<file path="config.mk">
export PLATFORM = sky130hd
export DESIGN_NAME = eeprom_page_writer
export DESIGN_NICKNAME = d
export VERILOG_FILES = /design/src/rtl/eew_pkg.sv /design/src/rtl/eew_phase_timer.sv /design/src/rtl/eew_fetch_buf.sv /design/src/rtl/eew_poll_watch.sv /design/src/rtl/eeprom_page_writer.sv
export SDC_FILE = /design/constraint.sdc
export NUM_CORES = 1
export LEC_CHECK = 0
export BUFFER_PORTS_ARGS = -buffer_cell sky130_fd_sc_hd__buf_4
export CAP_MARGIN = 30
export CORE_ASPECT_RATIO = 1.5
export CORE_UTILIZATION = 30
export CTS_CLUSTER_SIZE = 16
export DETAILED_ROUTE_END_ITERATION = 6
export GPL_ROUTABILITY_DRIVEN = 0
export GPL_TIMING_DRIVEN = 0
export PLACE_DENSITY_LB_ADDON = 0.2
export SLEW_MARGIN = 0
export SYNTH_ARGS = -nofsm -noshare
export SYNTH_HDL_FRONTEND = slang
export SYNTH_HIERARCHICAL = 1
export SYNTH_SLANG_ARGS = --single-unit
</file>
<file path="constraint.sdc">
create_clock -name clk -period 4.55 [get_ports clk]
set_input_delay 0.455 -clock clk [delete_from_list [all_inputs] [get_ports clk]]
set_output_delay 0.455 -clock clk [all_outputs]
set_load 0.03 [all_outputs]
</file>
<file path="src/rtl/eew_pkg.sv">
package eew_pkg;

  typedef enum logic [3:0] {
    ST_IDLE,
    ST_FETCH,
    ST_WSET,
    ST_WLOW,
    ST_WHIGH,
    ST_PTURN,
    ST_PREAD,
    ST_PGAP,
    ST_DONE,
    ST_ERR
  } eew_state_e;

  // larger of two cycle counts
  function automatic int eew_max(input int a, input int b);
    return (a > b) ? a : b;
  endfunction

  // bits needed to hold the value v
  function automatic int eew_bits_for(input int v);
    return (v < 1) ? 1 : $clog2(v + 1);
  endfunction

endpackage

</file>
<file path="src/rtl/eew_phase_timer.sv">
module eew_phase_timer #(
  parameter int W = 8
) (
  input  logic         clk,
  input  logic         rst_n,
  input  logic         load_i,
  input  logic [W-1:0] len_m1_i,
  output logic         expire_o
);
  logic [W-1:0] cnt_q;

  always_ff @(posedge clk or negedge rst_n) begin
    if (!rst_n)            cnt_q <= '0;
    else if (load_i)       cnt_q <= len_m1_i;
    else if (cnt_q != '0)  cnt_q <= cnt_q - W'(1);
  end

  assign expire_o = (cnt_q == '0);

  // a phase loaded with more than one cycle cannot end on the next cycle
  a_r5_phase_length: assert property (@(posedge clk) disable iff (!rst_n)
    load_i && (len_m1_i != '0) |=> !expire_o);

endmodule

</file>
<file path="src/rtl/eew_fetch_buf.sv">
module eew_fetch_buf #(
  parameter int DATA_W = 8,
  parameter int DEPTH  = 16,
  parameter int IDX_W  = 4,
  parameter int CNT_W  = 5
) (
  input  logic              clk,
  input  logic              rst_n,
  input  logic              go_i,
  input  logic [CNT_W-1:0]  cnt_i,
  input  logic              dat_valid_i,
  input  logic [DATA_W-1:0] dat_i,
  output logic              req_o,
  output logic [IDX_W-1:0]  req_idx_o,
  output logic              fill_done_o,
  input  logic [IDX_W-1:0]  rd_idx_i,
  output logic [DATA_W-1:0] rd_data_o
);
  logic [DATA_W-1:0] store [DEPTH];
  logic              active_q;
  logic [IDX_W-1:0]  idx_q;
  logic [CNT_W-1:0]  cnt_q;
  logic              take;
  logic              at_last;

  assign take    = active_q && dat_valid_i;
  assign at_last = (CNT_W'(idx_q) == cnt_q - CNT_W'(1));

  always_ff @(posedge clk or negedge rst_n) begin
    if (!rst_n) begin
      active_q    <= 1'b0;
      idx_q       <= '0;
      cnt_q       <= '0;
      fill_done_o <= 1'b0;
    end else begin
      fill_done_o <= 1'b0;
      if (go_i) begin
        active_q <= 1'b1;
        idx_q    <= '0;
        cnt_q    <= cnt_i;
      end else if (take) begin
        if (at_last) begin
          active_q    <= 1'b0;
          fill_done_o <= 1'b1;
        end else begin
          idx_q <= idx_q + IDX_W'(1);
        end
      end
    end
  end

  always_ff @(posedge clk) begin
    if (take) store[idx_q] <= dat_i;
  end

  assign req_o     = active_q;
  assign req_idx_o = idx_q;
  assign rd_data_o = store[rd_idx_i];

  // an accepted byte either ends the fetch or advances the index by one
  a_r3_fetch_order: assert property (@(posedge clk) disable iff (!rst_n)
    req_o && dat_valid_i && !go_i |=> fill_done_o || (req_idx_o == $past(req_idx_o) + IDX_W'(1)));

  // the request is held, with its index, until the byte arrives
  a_r3_req_hold: assert property (@(posedge clk) disable iff (!rst_n)
    req_o && !dat_valid_i && !go_i |=> req_o && $stable(req_idx_o));

endmodule

</file>
<file path="src/rtl/eew_poll_watch.sv">
module eew_poll_watch #(
  parameter int LIMIT = 1000,
  parameter int W     = 10
) (
  input  logic clk,
  input  logic rst_n,
  input  logic run_i,
  output logic expired_o
);
  logic [W-1:0] cnt_q;

  always_ff @(posedge clk or negedge rst_n) begin
    if (!rst_n)                      cnt_q <= '0;
    else if (!run_i)                 cnt_q <= '0;
    else if (cnt_q < W'(LIMIT))      cnt_q <= cnt_q + W'(1);
  end

  assign expired_o = (cnt_q >= W'(LIMIT));

  // leaving the poll phase clears the budget
  a_r9_budget_clear: assert property (@(posedge clk) disable iff (!rst_n)
    !run_i |=> !expired_o);

endmodule

</file>
<file path="src/rtl/eeprom_page_writer.sv">
module eeprom_page_writer
  import eew_pkg::*;
#(
  parameter int ADDR_W      = 11,
  parameter int DATA_W      = 8,
  parameter int PAGE_BYTES  = 16,
  parameter int SETUP_CYC   = 2,
  parameter int WE_LOW_CYC  = 10,
  parameter int WE_HIGH_CYC = 7,
  parameter int TURN_CYC    = 2,
  parameter int READ_CYC    = 25,
  parameter int GAP_CYC     = 2,
  parameter int BLC_CYC     = 2500,
  parameter int POLL_LIMIT  = 1250000
) (
  input  logic                                  clk,
  input  logic                                  rst_n,
  input  logic                                  start_i,
  input  logic [ADDR_W-1:0]                     base_addr_i,
  input  logic [$clog2(PAGE_BYTES+1)-1:0]       count_i,
  output logic                                  busy_o,
  output logic                                  done_o,
  output logic                                  err_o,
  output logic                                  req_o,
  output logic [$clog2(PAGE_BYTES)-1:0]         req_idx_o,
  input  logic                                  dat_valid_i,
  input  logic [DATA_W-1:0]                     dat_i,
  output logic                                  mem_ce_n_o,
  output logic                                  mem_oe_n_o,
  output logic                                  mem_we_n_o,
  output logic [ADDR_W-1:0]                     mem_addr_o,
  output logic [DATA_W-1:0]                     mem_dq_o,
  output logic                                  mem_dq_oe_o,
  input  logic [DATA_W-1:0]                     mem_dq_i
);
  localparam int IDX_W  = $clog2(PAGE_BYTES);
  localparam int CNT_W  = $clog2(PAGE_BYTES + 1);
  localparam int TMAX   = eew_max(eew_max(eew_max(SETUP_CYC, WE_LOW_CYC), eew_max(WE_HIGH_CYC, TURN_CYC)),
                                  eew_max(READ_CYC, GAP_CYC));
  localparam int TMR_W  = eew_bits_for(TMAX);
  localparam int PW     = eew_bits_for(POLL_LIMIT);
  localparam logic [TMR_W-1:0] LEN_SET  = TMR_W'(SETUP_CYC - 1);
  localparam logic [TMR_W-1:0] LEN_LOW  = TMR_W'(WE_LOW_CYC - 1);
  localparam logic [TMR_W-1:0] LEN_HIGH = TMR_W'(WE_HIGH_CYC - 1);
  localparam logic [TMR_W-1:0] LEN_TURN = TMR_W'(TURN_CYC - 1);
  localparam logic [TMR_W-1:0] LEN_READ = TMR_W'(READ_CYC - 1);
  localparam logic [TMR_W-1:0] LEN_GAP  = TMR_W'(GAP_CYC - 1);

  // address of byte i: page bits from the base, offset wraps inside the page
  function automatic logic [ADDR_W-1:0] byte_addr(input logic [ADDR_W-1:0] b,
                                                  input logic [IDX_W-1:0]  i);
    logic [IDX_W-1:0] off;
    off = b[IDX_W-1:0] + i;
    return {b[ADDR_W-1:IDX_W], off};
  endfunction

  // a count is accepted when it is 1..PAGE_BYTES
  function automatic logic count_ok(input logic [CNT_W-1:0] c);
    return (c != '0) && (c <= CNT_W'(PAGE_BYTES));
  endfunction

  eew_state_e        state, state_n;
  logic [ADDR_W-1:0] base_q;
  logic [CNT_W-1:0]  cnt_q;
  logic [IDX_W-1:0]  bidx_q;
  logic [ADDR_W-1:0] addr_q;
  logic [DATA_W-1:0] rd_q;

  // named internal events
  logic              ev_go;
  logic              ev_first;
  logic              ev_advance;
  logic              ev_capture;
  logic              ev_fill_done;
  logic              ev_last_byte;
  logic              ev_match;
  logic              tmr_load;
  logic [TMR_W-1:0]  tmr_len;
  logic              tmr_exp;
  logic              poll_run;
  logic              poll_exp;
  logic [DATA_W-1:0] buf_data;

  assign ev_last_byte = (CNT_W'(bidx_q) == cnt_q - CNT_W'(1));
  assign ev_match     = (rd_q[DATA_W-1] == buf_data[DATA_W-1]);
  assign poll_run     = (state == ST_PTURN) || (state == ST_PREAD) || (state == ST_PGAP);

  eew_fetch_buf #(
    .DATA_W (DATA_W),
    .DEPTH  (PAGE_BYTES),
    .IDX_W  (IDX_W),
    .CNT_W  (CNT_W)
  ) u_fetch (
    .clk         (clk),
    .rst_n       (rst_n),
    .go_i        (ev_go),
    .cnt_i       (count_i),
    .dat_valid_i (dat_valid_i),
    .dat_i       (dat_i),
    .req_o       (req_o),
    .req_idx_o   (req_idx_o),
    .fill_done_o (ev_fill_done),
    .rd_idx_i    (bidx_q),
    .rd_data_o   (buf_data)
  );

  eew_phase_timer #(
    .W (TMR_W)
  ) u_timer (
    .clk      (clk),
    .rst_n    (rst_n),
    .load_i   (tmr_load),
    .len_m1_i (tmr_len),
    .expire_o (tmr_exp)
  );

  eew_poll_watch #(
    .LIMIT (POLL_LIMIT),
    .W     (PW)
  ) u_poll (
    .clk       (clk),
    .rst_n     (rst_n),
    .run_i     (poll_run),
    .expired_o (poll_exp)
  );

  always_comb begin
    state_n    = state;
    tmr_load   = 1'b0;
    tmr_len    = '0;
    ev_go      = 1'b0;
    ev_first   = 1'b0;
    ev_advance = 1'b0;
    ev_capture = 1'b0;
    case (state)
      ST_IDLE: begin
        if (start_i && count_ok(count_i)) begin
          ev_go   = 1'b1;
          state_n = ST_FETCH;
        end
      end
      ST_FETCH: begin
        if (ev_fill_done) begin
          ev_first = 1'b1;
          tmr_load = 1'b1;
          tmr_len  = LEN_SET;
          state_n  = ST_WSET;
        end
      end
      ST_WSET: begin
        if (tmr_exp) begin
          tmr_load = 1'b1;
          tmr_len  = LEN_LOW;
          state_n  = ST_WLOW;
        end
      end
      ST_WLOW: begin
        if (tmr_exp) begin
          tmr_load = 1'b1;
          tmr_len  = LEN_HIGH;
          state_n  = ST_WHIGH;
        end
      end
      ST_WHIGH: begin
        if (tmr_exp) begin
          tmr_load = 1'b1;
          if (ev_last_byte) begin
            tmr_len = LEN_TURN;
            state_n = ST_PTURN;
          end else begin
            ev_advance = 1'b1;
            tmr_len    = LEN_SET;
            state_n    = ST_WSET;
          end
        end
      end
      ST_PTURN: begin
        if (tmr_exp) begin
          tmr_load = 1'b1;
          tmr_len  = LEN_READ;
          state_n  = ST_PREAD;
        end
      end
      ST_PREAD: begin
        if (tmr_exp) begin
          ev_capture = 1'b1;
          tmr_load   = 1'b1;
          tmr_len    = LEN_GAP;
          state_n    = ST_PGAP;
        end
      end
      ST_PGAP: begin
        if (tmr_exp) begin
          if (ev_match) begin
            state_n = ST_DONE;
          end else if (poll_exp) begin
            state_n = ST_ERR;
          end else begin
            tmr_load = 1'b1;
            tmr_len  = LEN_READ;
            state_n  = ST_PREAD;
          end
        end
      end
      ST_DONE: state_n = ST_IDLE;
      ST_ERR:  state_n = ST_IDLE;
      default: state_n = ST_IDLE;
    endcase
  end

  always_ff @(posedge clk or negedge rst_n) begin
    if (!rst_n) begin
      state  <= ST_IDLE;
      base_q <= '0;
      cnt_q  <= '0;
      bidx_q <= '0;
      addr_q <= '0;
      rd_q   <= '0;
    end else begin
      state <= state_n;
      if (ev_go) begin
        base_q <= base_addr_i;
        cnt_q  <= count_i;
      end
      if (ev_first) begin
        bidx_q <= '0;
        addr_q <= byte_addr(base_q, '0);
      end
      if (ev_advance) begin
        bidx_q <= bidx_q + IDX_W'(1);
        addr_q <= byte_addr(base_q, bidx_q + IDX_W'(1));
      end
      if (ev_capture) rd_q <= mem_dq_i;
    end
  end

  // strobe decode
  assign mem_ce_n_o  = !((state == ST_WSET) || (state == ST_WLOW) || (state == ST_WHIGH) ||
                         (state == ST_PREAD));
  assign mem_we_n_o  = (state != ST_WLOW);
  assign mem_oe_n_o  = (state != ST_PREAD);
  assign mem_dq_oe_o = (state == ST_WSET) || (state == ST_WLOW) || (state == ST_WHIGH);
  assign mem_addr_o  = addr_q;
  assign mem_dq_o    = buf_data;
  assign busy_o      = (state != ST_IDLE);
  assign done_o      = (state == ST_DONE);
  assign err_o       = (state == ST_ERR);

  // ---------------------------------------------------------------
  // checker support: strobe run lengths and load spacing
  // ---------------------------------------------------------------
  int unsigned low_run_q, high_run_q, fall_gap_q;
  logic        had_fall_q;

  always_ff @(posedge clk or negedge rst_n) begin
    if (!rst_n) begin
      low_run_q  <= 0;
      high_run_q <= 0;
      fall_gap_q <= 0;
      had_fall_q <= 1'b0;
    end else begin
      low_run_q  <= mem_we_n_o ? 0 : low_run_q + 1;
      high_run_q <= mem_we_n_o ? high_run_q + 1 : 0;
      if (!busy_o) begin
        had_fall_q <= 1'b0;
        fall_gap_q <= 0;
      end else if (!mem_we_n_o && (low_run_q == 0)) begin
        had_fall_q <= 1'b1;
        fall_gap_q <= 1;
      end else if (fall_gap_q < BLC_CYC + 1) begin
        fall_gap_q <= fall_gap_q + 1;
      end
    end
  end

  a_r1_idle_quiet: assert property (@(posedge clk) disable iff (!rst_n)
    !busy_o |-> mem_ce_n_o && mem_oe_n_o && mem_we_n_o && !mem_dq_oe_o && !req_o);

  a_r2_bad_count: assert property (@(posedge clk) disable iff (!rst_n)
    !busy_o && start_i && !count_ok(count_i) |=> !busy_o);

  a_r4_same_page: assert property (@(posedge clk) disable iff (!rst_n)
    !mem_we_n_o |-> mem_addr_o[ADDR_W-1:IDX_W] == base_q[ADDR_W-1:IDX_W]);

  a_r5_low_width: assert property (@(posedge clk) disable iff (!rst_n)
    $rose(mem_we_n_o) |-> low_run_q >= WE_LOW_CYC);

  a_r5_high_width: assert property (@(posedge clk) disable iff (!rst_n)
    $fell(mem_we_n_o) && had_fall_q |-> high_run_q >= WE_HIGH_CYC);

  a_r5_stable_low: assert property (@(posedge clk) disable iff (!rst_n)
    !mem_we_n_o && $past(!mem_we_n_o) |-> $stable(mem_addr_o) && $stable(mem_dq_o));

  a_r5_addr_hold: assert property (@(posedge clk) disable iff (!rst_n)
    $rose(mem_we_n_o) |-> $stable(mem_addr_o));

  a_r6_load_window: assert property (@(posedge clk) disable iff (!rst_n)
    $fell(mem_we_n_o) && had_fall_q |-> fall_gap_q < BLC_CYC);

  a_r7_oe_high_write: assert property (@(posedge clk) disable iff (!rst_n)
    !mem_we_n_o |-> mem_oe_n_o);

  a_r7_no_contention: assert property (@(posedge clk) disable iff (!rst_n)
    !mem_oe_n_o |-> !mem_dq_oe_o);

  a_r8_single_outcome: assert property (@(posedge clk) disable iff (!rst_n)
    $onehot0({done_o, err_o}));

  a_r8_done_ends: assert property (@(posedge clk) disable iff (!rst_n)
    done_o || err_o |=> !busy_o);

  a_r10_no_restart: assert property (@(posedge clk) disable iff (!rst_n)
    busy_o && !done_o && !err_o |=> busy_o && $stable(base_q) && $stable(cnt_q));

endmodule

</file>
Word level (Yosys, flattened, before mapping)
Memories as Yosys holds them, arrays and structs flattened. Cells that the tools add are included. W data, S select, Z words.

Flip-flop bits (word level): 75. Bits in writable memories: 128. Input port bits: 36. Memories: 1.

Memory list: u_fetch.store (words 16, bits a word 8, rd ports 1, clocked after memory_dff 0, write ports 1, line eew_fetch_buf.sv:19) `logic [DATA_W-1:0] store [DEPTH];`.

Add/subtract/negate cells: 6. $lt $le $gt $ge: 3. Equality and inequality tests: 24. Mux-type cells: 53. Reduce and logical (&&, ||, !) cells: 23.

Operators with widths (number): $mux W4 (16); $mux W21 (2); $pmux W4 S8 (1); $mux W5 (6); $pmux W5 S6 (1); $mux W1 (22); $mux W11 (2); $add A21 B1 Y21 const B (1); $ge A21 B21 Y1 const B (1); $lt A21 B21 Y1 const B (1); $ne A2 B2 Y1 const B (9); $eq A4 B3 Y1 const B (4); $eq A4 B5 Y1 (2); $reduce_bool A5 Y1 (2); $sub A5 B1 Y5 const B (2); $add A4 B1 Y4 const B (2); $eq A4 B2 Y1 const B (2); $eq A4 B4 Y1 const B (2); $reduce_and A8 Y1 (1); $reduce_bool A2 Y1 (4); $mux W3 (2); $le A5 B5 Y1 const B (1); $logic_not A5 Y1 (1); $logic_or A1 B1 Y1 (5); other kinds (14) (17).

Longest topological paths before layout
Gate-level depths: netlist (run 1).

Depth after elaboration: 7. Gate-level depth with buffers: 11.

Cells and area by module
Netlist (run 1), hierarchy kept.

By module, submodules not included: eew_fetch_buf (times used 1, cells each 258, area an instance 5649.2 um^2, sequential area each 4119.0 um^2); eeprom_page_writer (times used 1, cells each 184, area an instance 2013.2 um^2, sequential area each 900.9 um^2); eew_poll_watch (times used 1, cells each 131, area an instance 1293.7 um^2, sequential area each 525.5 um^2); eew_phase_timer (times used 1, cells each 27, area an instance 279.0 um^2, sequential area each 125.1 um^2).

Least setup slack after synthesis (run 1)
No wires, ideal clock.

Path kind: flip-flop to flip-flop. Start: register bidx_q[0]. End: register u_timer.cnt_q[4]. Setup time: 0.138 ns. Arrival time: 3.029 ns. Slack: 1.383 ns. Stages on the path, launching flop included: 11. Path buffers: 3. Path through: dfrtp_1 buf_6 buf_6 mux4_2 mux4_2 xnor2_1 o21ai_0 nor2_1 o31ai_1 clkbuf_1 o21ai_0.

Cells in the longest elaborated chain, start to end: 6.

Ends and longest elaborated chain: start: declaration (line eeprom_page_writer.sv:65) `logic [IDX_W-1:0] bidx_q;`; start signal: assignment (line eeprom_page_writer.sv:230) `bidx_q <= bidx_q + IDX_W'(1);`; $mem_v2 Z16 W8 (*); via mem_dq_o[7] (line eeprom_page_writer.sv:32) `output logic [DATA_W-1:0] mem_dq_o,`; $eq A1 B1 Y1 (*) (line eeprom_page_writer.sv:85) `assign ev_match = (rd_q[DATA_W-1] == buf_data[DATA_W-1]);`; $mux W1 (*) (line eeprom_page_writer.sv:194) `if (ev_match) begin`; $mux W1 (*) (line eeprom_page_writer.sv:193) `if (tmr_exp) begin`; $pmux W1 S3 (*) (line eeprom_page_writer.sv:135) `case (state)`; via tmr_load (line eeprom_page_writer.sv:77) `logic tmr_load;`; $mux W5 or $reduce_bool A2 Y1 (tied branches); end signal: assignment (line eew_phase_timer.sv:14) `else if (load_i) cnt_q <= len_m1_i;`; end signal: assignment (line eew_phase_timer.sv:15) `else if (cnt_q != '0) cnt_q <= cnt_q - W'(1);`; end: declaration (line eew_phase_timer.sv:10) `logic [W-1:0] cnt_q;`.

Mark *: on every way through the listed nets, which the timed path passes. The rest lies on a longest branch. A chain may end at the register's enable or synchronous reset.

Worst setup path after layout (run 1)
Start: register bidx_q[0]. End: register u_timer.cnt_q[3].

Cells in the longest elaborated chain, start to end: 6.

Ends and longest elaborated chain (line): $mem_v2 Z16 W8 (*); $eq A1 B1 Y1 (*) (eeprom_page_writer.sv:85); $mux W1 (*) (eeprom_page_writer.sv:194); $mux W1 (*) (eeprom_page_writer.sv:193); $pmux W1 S3 (*) (eeprom_page_writer.sv:135); via tmr_load (eeprom_page_writer.sv:77); $mux W5 or $reduce_bool A2 Y1 (tied branches).

Marked as above.

==> results of run 1 <==
## through the flow
step | setup slack [ns] | power (mW)
2_1_floorplan | 1.383 | 3.756
3_3_place_gp | 0.9924 | 4.296
3_5_place_dp | 1.016 | 4.360
4_1_cts | 0.9737 | 6.043
5_1_grt | 0.7977 | 6.289
6_report | 1.013 | 5.953
## cells in the mapped netlist (3+ instances only)
cell        n
a21oi_1    13
a221o_1     6
a31o_2      3
a31oi_1     3
and2_1     14
and3_1     12
buf_2       7
buf_4       3
buf_6       5
clkbuf_1    5
dfrtp_1    73
edfxtp_1  128
ha_1       13
inv_1      24
mux2_2     28
mux2i_1    10
mux4_1     14
mux4_2     26
nand2_1    30
nand2b_1    6
nand3_1    14
nand4_1     5
nor2_1     26
nor2b_1     8
nor3_1     13
nor4_1      4
nor4_2      5
nor4b_2     3
o21ai_0    14
o31ai_1     4
or3_1       5
xnor2_1    22
xor2_1      6
## final timing paths
path	end	slack, ns	cells after the start
worst min register to register	mem_addr_o[9]$_DFFE_PN0P_	0.48	1
max in group asynchronous	u_poll/cnt_q[8]$_DFFE_PN0P_	3.55	3
worst max-delay path	u_timer/cnt_q[3]$_DFFE_PN0P_	1.01	11
worst min-delay path	base_q[10]$_DFFE_PN0P_	0.18	2
worst max register to register	u_timer/cnt_q[3]$_DFFE_PN0P_	1.01	11
min in group asynchronous	mem_addr_o[6]$_DFFE_PN0P_	0.41	2
## logic make-up after synthesis
| family | Yosys count |
|---|---|
| flip-flops | 201 |
| AND/OR/NAND/NOR | 166 |
| multiplexers | 80 |
| AO/OA/AOI/OAI | 64 |
| buffers and inverters | 47 |
| XOR/XNOR | 28 |
| adder cells (fa/ha/maj) | 14 |
## sequential cells by signal, summed over array words and instances (netlist names), 5 cells and up
name	flops
u_timer/cnt_q	5
base_q	11
u_fetch/store	128
u_poll/cnt_q	21
mem_addr_o	11
u_fetch/cnt_q	5
cnt_q	5
## worst reg2reg max path: stages, from the launching register on
cell and delay, ns:
dfrtp_1 0.47, buf_6 0.20, buf_6 0.20, mux4_2 0.58, mux4_2 0.56, xnor2_1 0.20
o21ai_0 0.37, nor2_1 0.10, o31ai_1 0.23, clkbuf_1 0.34, nand2_1 0.11, o31ai_1 0.08
## placed cells by master (no fill, tap or decap), drive strengths merged, types with 15 or more instances in the layout
cell type,netlist,final
a21oi,16,16
and2,15,15
buf,17,77
clkbuf,5,33
dfrtp,73,73
edfxtp,128,128
inv,24,24
mux2,30,30
mux4,40,40
nand2,30,30
nor2,27,27
o21ai,17,17
xnor2,22,22
## cell type report
cell class	count	area (sq um)
plain buffers	23	177.7
clock buffers	28	573.1
clock inverters	12	92.59
fillers	2930	19370
inverters	24	90.09
multi-input cells	352	3297
flip-flops and latches	201	5670
well taps	400	500.5
repair buffers	61	480.5
## per-layer routing
| metal | vias up | part of all wire [%] | global-route usage, % |
|---|---|---|---|
| met5 | - | 0 | 0 |
| met4 | 0 | 2.1 | 4.105 |
| met3 | 31 | 4.1 | 2.411 |
| met2 | 99 | 55 | 25.69 |
| met1 | 2728 | 39 | 14.63 |
| li1 | 2481 | - | - |
## power groups by stage
stage               clock network (mW)  registers (mW)  logic (mW)
floorplan                            0            2.46        1.29
global placement                     0            2.43        1.86
detailed placement                   0            2.45        1.91
CTS                               1.71            2.41        1.92
global route                      1.78            2.45        2.06
finish                            1.65            2.41        1.90
==> flow_summary.json, run 1 <==
{
  "yosys.area.top_type": "edfxtp_1",
  "num_rows": 78,
  "die-height_um": 216.9,
  "avgSynthCellArea_sq_um": 15.39,
  "relSlewSlack_pct": 63.59,
  "max_stage_delay_ns": 0.57,
  "required_ns": 4.95,
  "cp_cell_sequence": "buf_6 -> buf_6 -> mux4_2 -> mux4_2 -> xnor2_1 -> o21ai_0 -> nor2_1 -> o31ai_1 -> clkbuf_1 -> nand2_1 -> o31ai_1",
  "tightestPinTransition_ns": 0.5420,
  "syn_inst": 600,
  "ys.warnings.count": 6,
  "cellPowerDensity_nw_per_um2": 547.0,
  "fin_skew_ns": 0.02248,
  "overflow": 0,
  "worst-path-buf-inv": 3,
  "hp-start": "base_addr_i[10]",
  "wl_per_cell_um": 18.58,
  "track_usage_pct": 13.32,
  "hold_violations": 0,
  "dp.final_hpwl_um": 14580,
  "ir_drop_mv": 0.3517,
  "io_buffers": 59,
  "end_kind": "register",
  "synth_top_family_by_area": "multiplexers",
  "syn_area_sq_um": 9235,
  "worstHoldPathType": "in2reg",
  "synth_simple_gate_area_share_pct": 10.88,
  "outcome": "finished clean",
  "numClockSinks": 201,
  "finalMaxSlewViolations": 0,
  "cts.repair.resized": 0,
  "fin_tns_setup_ns": 0,
  "final_area_sq_um": 10880,
  "path_delay_family": "multiplexers",
  "yosys.area.top_type_share_pct": 41.62,
  "cp-startpoint": "bidx_q[0]$_DFFE_PN0P_",
  "synth-compound-area-share_pct": 5.121,
  "grt_pass1_wl_um": 32560,
  "timing.fmax_mhz": 282.7,
  "synthArstFlopShare_pct": 36.32,
  "clkLatencyLatePin_ns": 0.51,
  "synth_edf_count": 128,
  "cts_setup_buffers": 0,
  "p_int_mw": 4.016,
  "die_area_sq_um": 31500,
  "setup_violations": 0,
  "period_needed_ns": 3.537,
  "path_class": "reg2reg",
  "cp-start-kind": "register",
  "core_area_sq_um": 30250,
  "fin_cells": 1101,
  "final_layout_size_suffix_gt1_share_pct": 26.68,
  "die_w_um": 145.3,
  "synthTopCellsByArea": "edfxtp_1, dfrtp_1, mux4_2",
  "power_frac_seq_pct": 40.5,
  "timing.hold.ws_ns": 0.1825,
  "htree_num_levels": 1,
  "grt_pass1_vias": 5834,
  "switching_share_pct": 32.53,
  "grt_antenna_before_repair": 0,
  "pin_count": 67,
  "syn-num-nets": 650,
  "ys_types": 71,
  "postRouteWirelength_um": 20450,
  "r2r-start": "bidx_q[0]$_DFFE_PN0P_",
  "dp.cells": 1059,
  "antenna_cells": 0,
  "fin_crit_sh_pct": 77.74,
  "viasPerCell": 4.849,
  "start_util_pct": 30.53,
  "cpMaxStageDelayCell": "mux4_2",
  "clk_transition_reported_paths_ns": 0.06,
  "rsz0062_at_grt": "false",
  "dpl_cell_area_sq_um": 10180,
  "critical_path.max_fanout": 10,
  "synthFlopType": "edfxtp_1",
  "cts_tree": "done",
  "fin_util_pct": 35.97,
  "seq_area_frac_synth_pct": 61.40,
  "hold_buffers": 0,
  "p_leak_nw": 4.036,
  "root_buffer": "clkbuf_16",
  "cap_violations": 0,
  "synth_fa_ha_area_share_pct": 1.978,
  "final_antenna_net_count": 0,
  "cts_made_buffers": 22,
  "drc": 0,
  "ctsLongestPathBuffers": 3,
  "num_vias": 5339,
  "synth_mux_area_share_pct": 15.07,
  "area_growth_syn_to_layout_pct": 17.83,
  "nets": 735,
  "clockPowerShare_pct": 27.7,
  "synthXorXnorAreaFrac_pct": 2.655,
  "synth_seq_cells": 201,
  "drtIter0Drc": 197,
  "grt_max_degree": 74,
  "switching_power_mw": 1.936,
  "arrival_ns": 3.93,
  "first_pass_iters": 4,
  "combinationalPowerShare_pct": 31.8
}
Power figures use the tool's default switching activity.
==> run 2: changes to the inputs <==
clock period = 3.1 ns   (was 4.55 ns; I/O delays follow)
==> run 2 against run 1 <==
Compared with the run above:
- combinational power up 55%
- critical endpoint is now u_timer/cnt_q[4]$_DFFE_PN0P_
- clock power increased by 45%
- total power rose by 49%
- sequential power increased by 47%
- highest routed layer unchanged
- critical path type unchanged
==> flow_summary.json, run 2 (synthesized netlist as in run 1, its figures left out) <==
{
  "outcome": "finished clean",
  "final_common_cell": "edfxtp_1",
  "die_area_sq_um": 31500,
  "hold_violations": 0,
  "grt_pass1_vias": 5747,
  "relSlewSlack_pct": 63.58,
  "final_antenna_net_count": 0,
  "setup_slack_ns": 0.1095,
  "final_cell_mix": "edfxtp_1, buf_4, dfrtp_1",
  "cts_tree": "done",
  "first_pass_iters": 4,
  "cp-start-kind": "register",
  "dpl_cell_area_sq_um": 10180,
  "max_stage_delay_ns": 0.60,
  "final_area_sq_um": 11040,
  "fin_crit_sh_pct": 96.47,
  "final_layout_size_suffix_gt1_share_pct": 29.43,
  "pin_count": 67,
  "grt_pass1_wl_um": 32380,
  "num_vias": 5507,
  "total_power_mw": 8.897,
  "track_usage_pct": 13.26,
  "finalMaxSlewViolations": 0,
  "required_ns": 3.51,
  "io_buffers": 59,
  "crit_top_cell": "mux4_2",
  "post-place-ws_ns": -0.3670,
  "end_kind": "register",
  "critical_path.max_fanout": 6,
  "overflow": 0,
  "fin_skew_ns": 0.02554,
  "area_growth_syn_to_layout_pct": 19.58,
  "reg.largest.list": "u_fetch/store: 128 flops, u_poll/cnt_q: 21 flops",
  "wl_per_cell_um": 18.19,
  "timing.fmax_mhz": 334.4,
  "largest_register": "u_fetch/store",
  "antenna_cells": 0,
  "cp_cell_sequence": "buf_8 -> buf_12 -> mux4_2 -> mux4_2 -> xnor2_4 -> o21ai_2 -> nor2_1 -> o31ai_2 -> clkbuf_4 -> nand2_1 -> o21ai_0",
  "htree_num_levels": 1,
  "nets": 751,
  "dp.final_hpwl_um": 14210,
  "tightestPinTransition_ns": 0.5418,
  "ctsLongestPathBuffers": 3,
  "setup_violations": 0,
  "p_leak_nw": 4.132,
  "postRouteWirelength_um": 20320,
  "drtIter0Drc": 262,
  "num_rows": 78,
  "clkLatencyLatePin_ns": 0.52,
  "viasPerCell": 4.930,
  "cp-startpoint": "bidx_q[0]$_DFFE_PN0P_",
  "die_w_um": 145.3,
  "cap_violations": 0,
  "period_needed_ns": 2.990,
  "root_buffer": "clkbuf_16",
  "cpMaxStageDelayCell": "mux4_2",
  "largest_register_ff_count": 128,
  "start_util_pct": 30.53,
  "cellPowerDensity_nw_per_um2": 805.6,
  "clk_transition_reported_paths_ns": 0.06,
  "hp-start": "base_addr_i[6]",
  "arrival_ns": 3.40,
  "path_class": "reg2reg",
  "grt_max_degree": 74,
  "drc": 0,
  "cts_made_buffers": 23,
  "worstHoldPathType": "in2reg",
  "die-height_um": 216.9,
  "numClockSinks": 201,
  "ir_drop_mv": 0.3530,
  "grt_antenna_before_repair": 0,
  "core_area_sq_um": 30250,
  "r2r-start": "bidx_q[0]$_DFFE_PN0P_"
}
[run 2: worst max-delay path, delay by kind of cell (launching register included)]
family                    cells  cell delay (ns)
AOI/OAI and AO/OA             3             0.56
and+or+nand+nor               2             0.13
DFF                           1             0.38
muxes                         2             1.14
buffers and inverters         3             0.47
xor gates and xnor gates      1             0.18
[run 2: power by group]
| part | total [mW] | switching, mW | internal [mW] |
|---|---|---|---|
| clock | 2.40 | 1.05 | 1.35 |
| sequential | 3.55 | 0.290 | 3.26 |
| combinational | 2.95 | 1.56 | 1.38 |
[run 2: timing repair]
action                                  in CTS  in global routing
endpoints found under the hold margin       31                  0
hold buffers                                 1                  0
buffers inserted                             2                 12
resized for setup                            8                  8
cloned                                       1                  0
pin swaps                                    0                  4
endpoints found under the setup margin       6                  5
[run 2: final cells by class]
| cell class | count | area (sq um) |
|---|---|---|
| Clock inverter | 15 | 73.82 |
| Fill cell | 2915 | 19210 |
| Inverter | 24 | 90.09 |
| Sequential cell | 201 | 5673 |
| Multi-Input combinational cell | 352 | 3324 |
| Tap cell | 400 | 500.5 |
| Timing Repair Buffer | 76 | 590.6 |
| Clock buffer | 26 | 586.8 |
| Buffer | 23 | 203.9 |
[run 2: final timing paths]
kind	to	slack [ns]	cells after the start
max	u_timer/cnt_q[4]$_DFFE_PN0P_	0.11	11
min	base_q[6]$_DFFE_PN0P_	0.03	2
max reg2reg	u_timer/cnt_q[4]$_DFFE_PN0P_	0.11	11
min reg2reg	mem_addr_o[9]$_DFFE_PN0P_	0.48	1
max in group asynchronous	u_poll/cnt_q[10]$_DFFE_PN0P_	2.29	3
min in group asynchronous	mem_addr_o[7]$_DFFE_PN0P_	0.21	2
[run 2: per-stage QoR]
step           TNS [ns]  utilization, %  hold slack [ns]  std cells
2_1_floorplan         0               -          0.01441        600
3_3_place_gp     -1.625           33.65           0.4616       1059
3_5_place_dp     -1.822           33.65           0.4731       1059
4_1_cts               0           36.01         0.004379       1104
5_1_grt        -0.02628           36.50          0.01059       1117
6_report              0           36.50          0.03191       1117
[run 2: layer usage]
layer	routed length, um	global-route usage (%)	up-vias
li1	-	-	2512
met1	7997	15.02	2838
met2	11030	25.21	122
met3	818	2.264	35
met4	468	3.965	0
met5	0	0	-
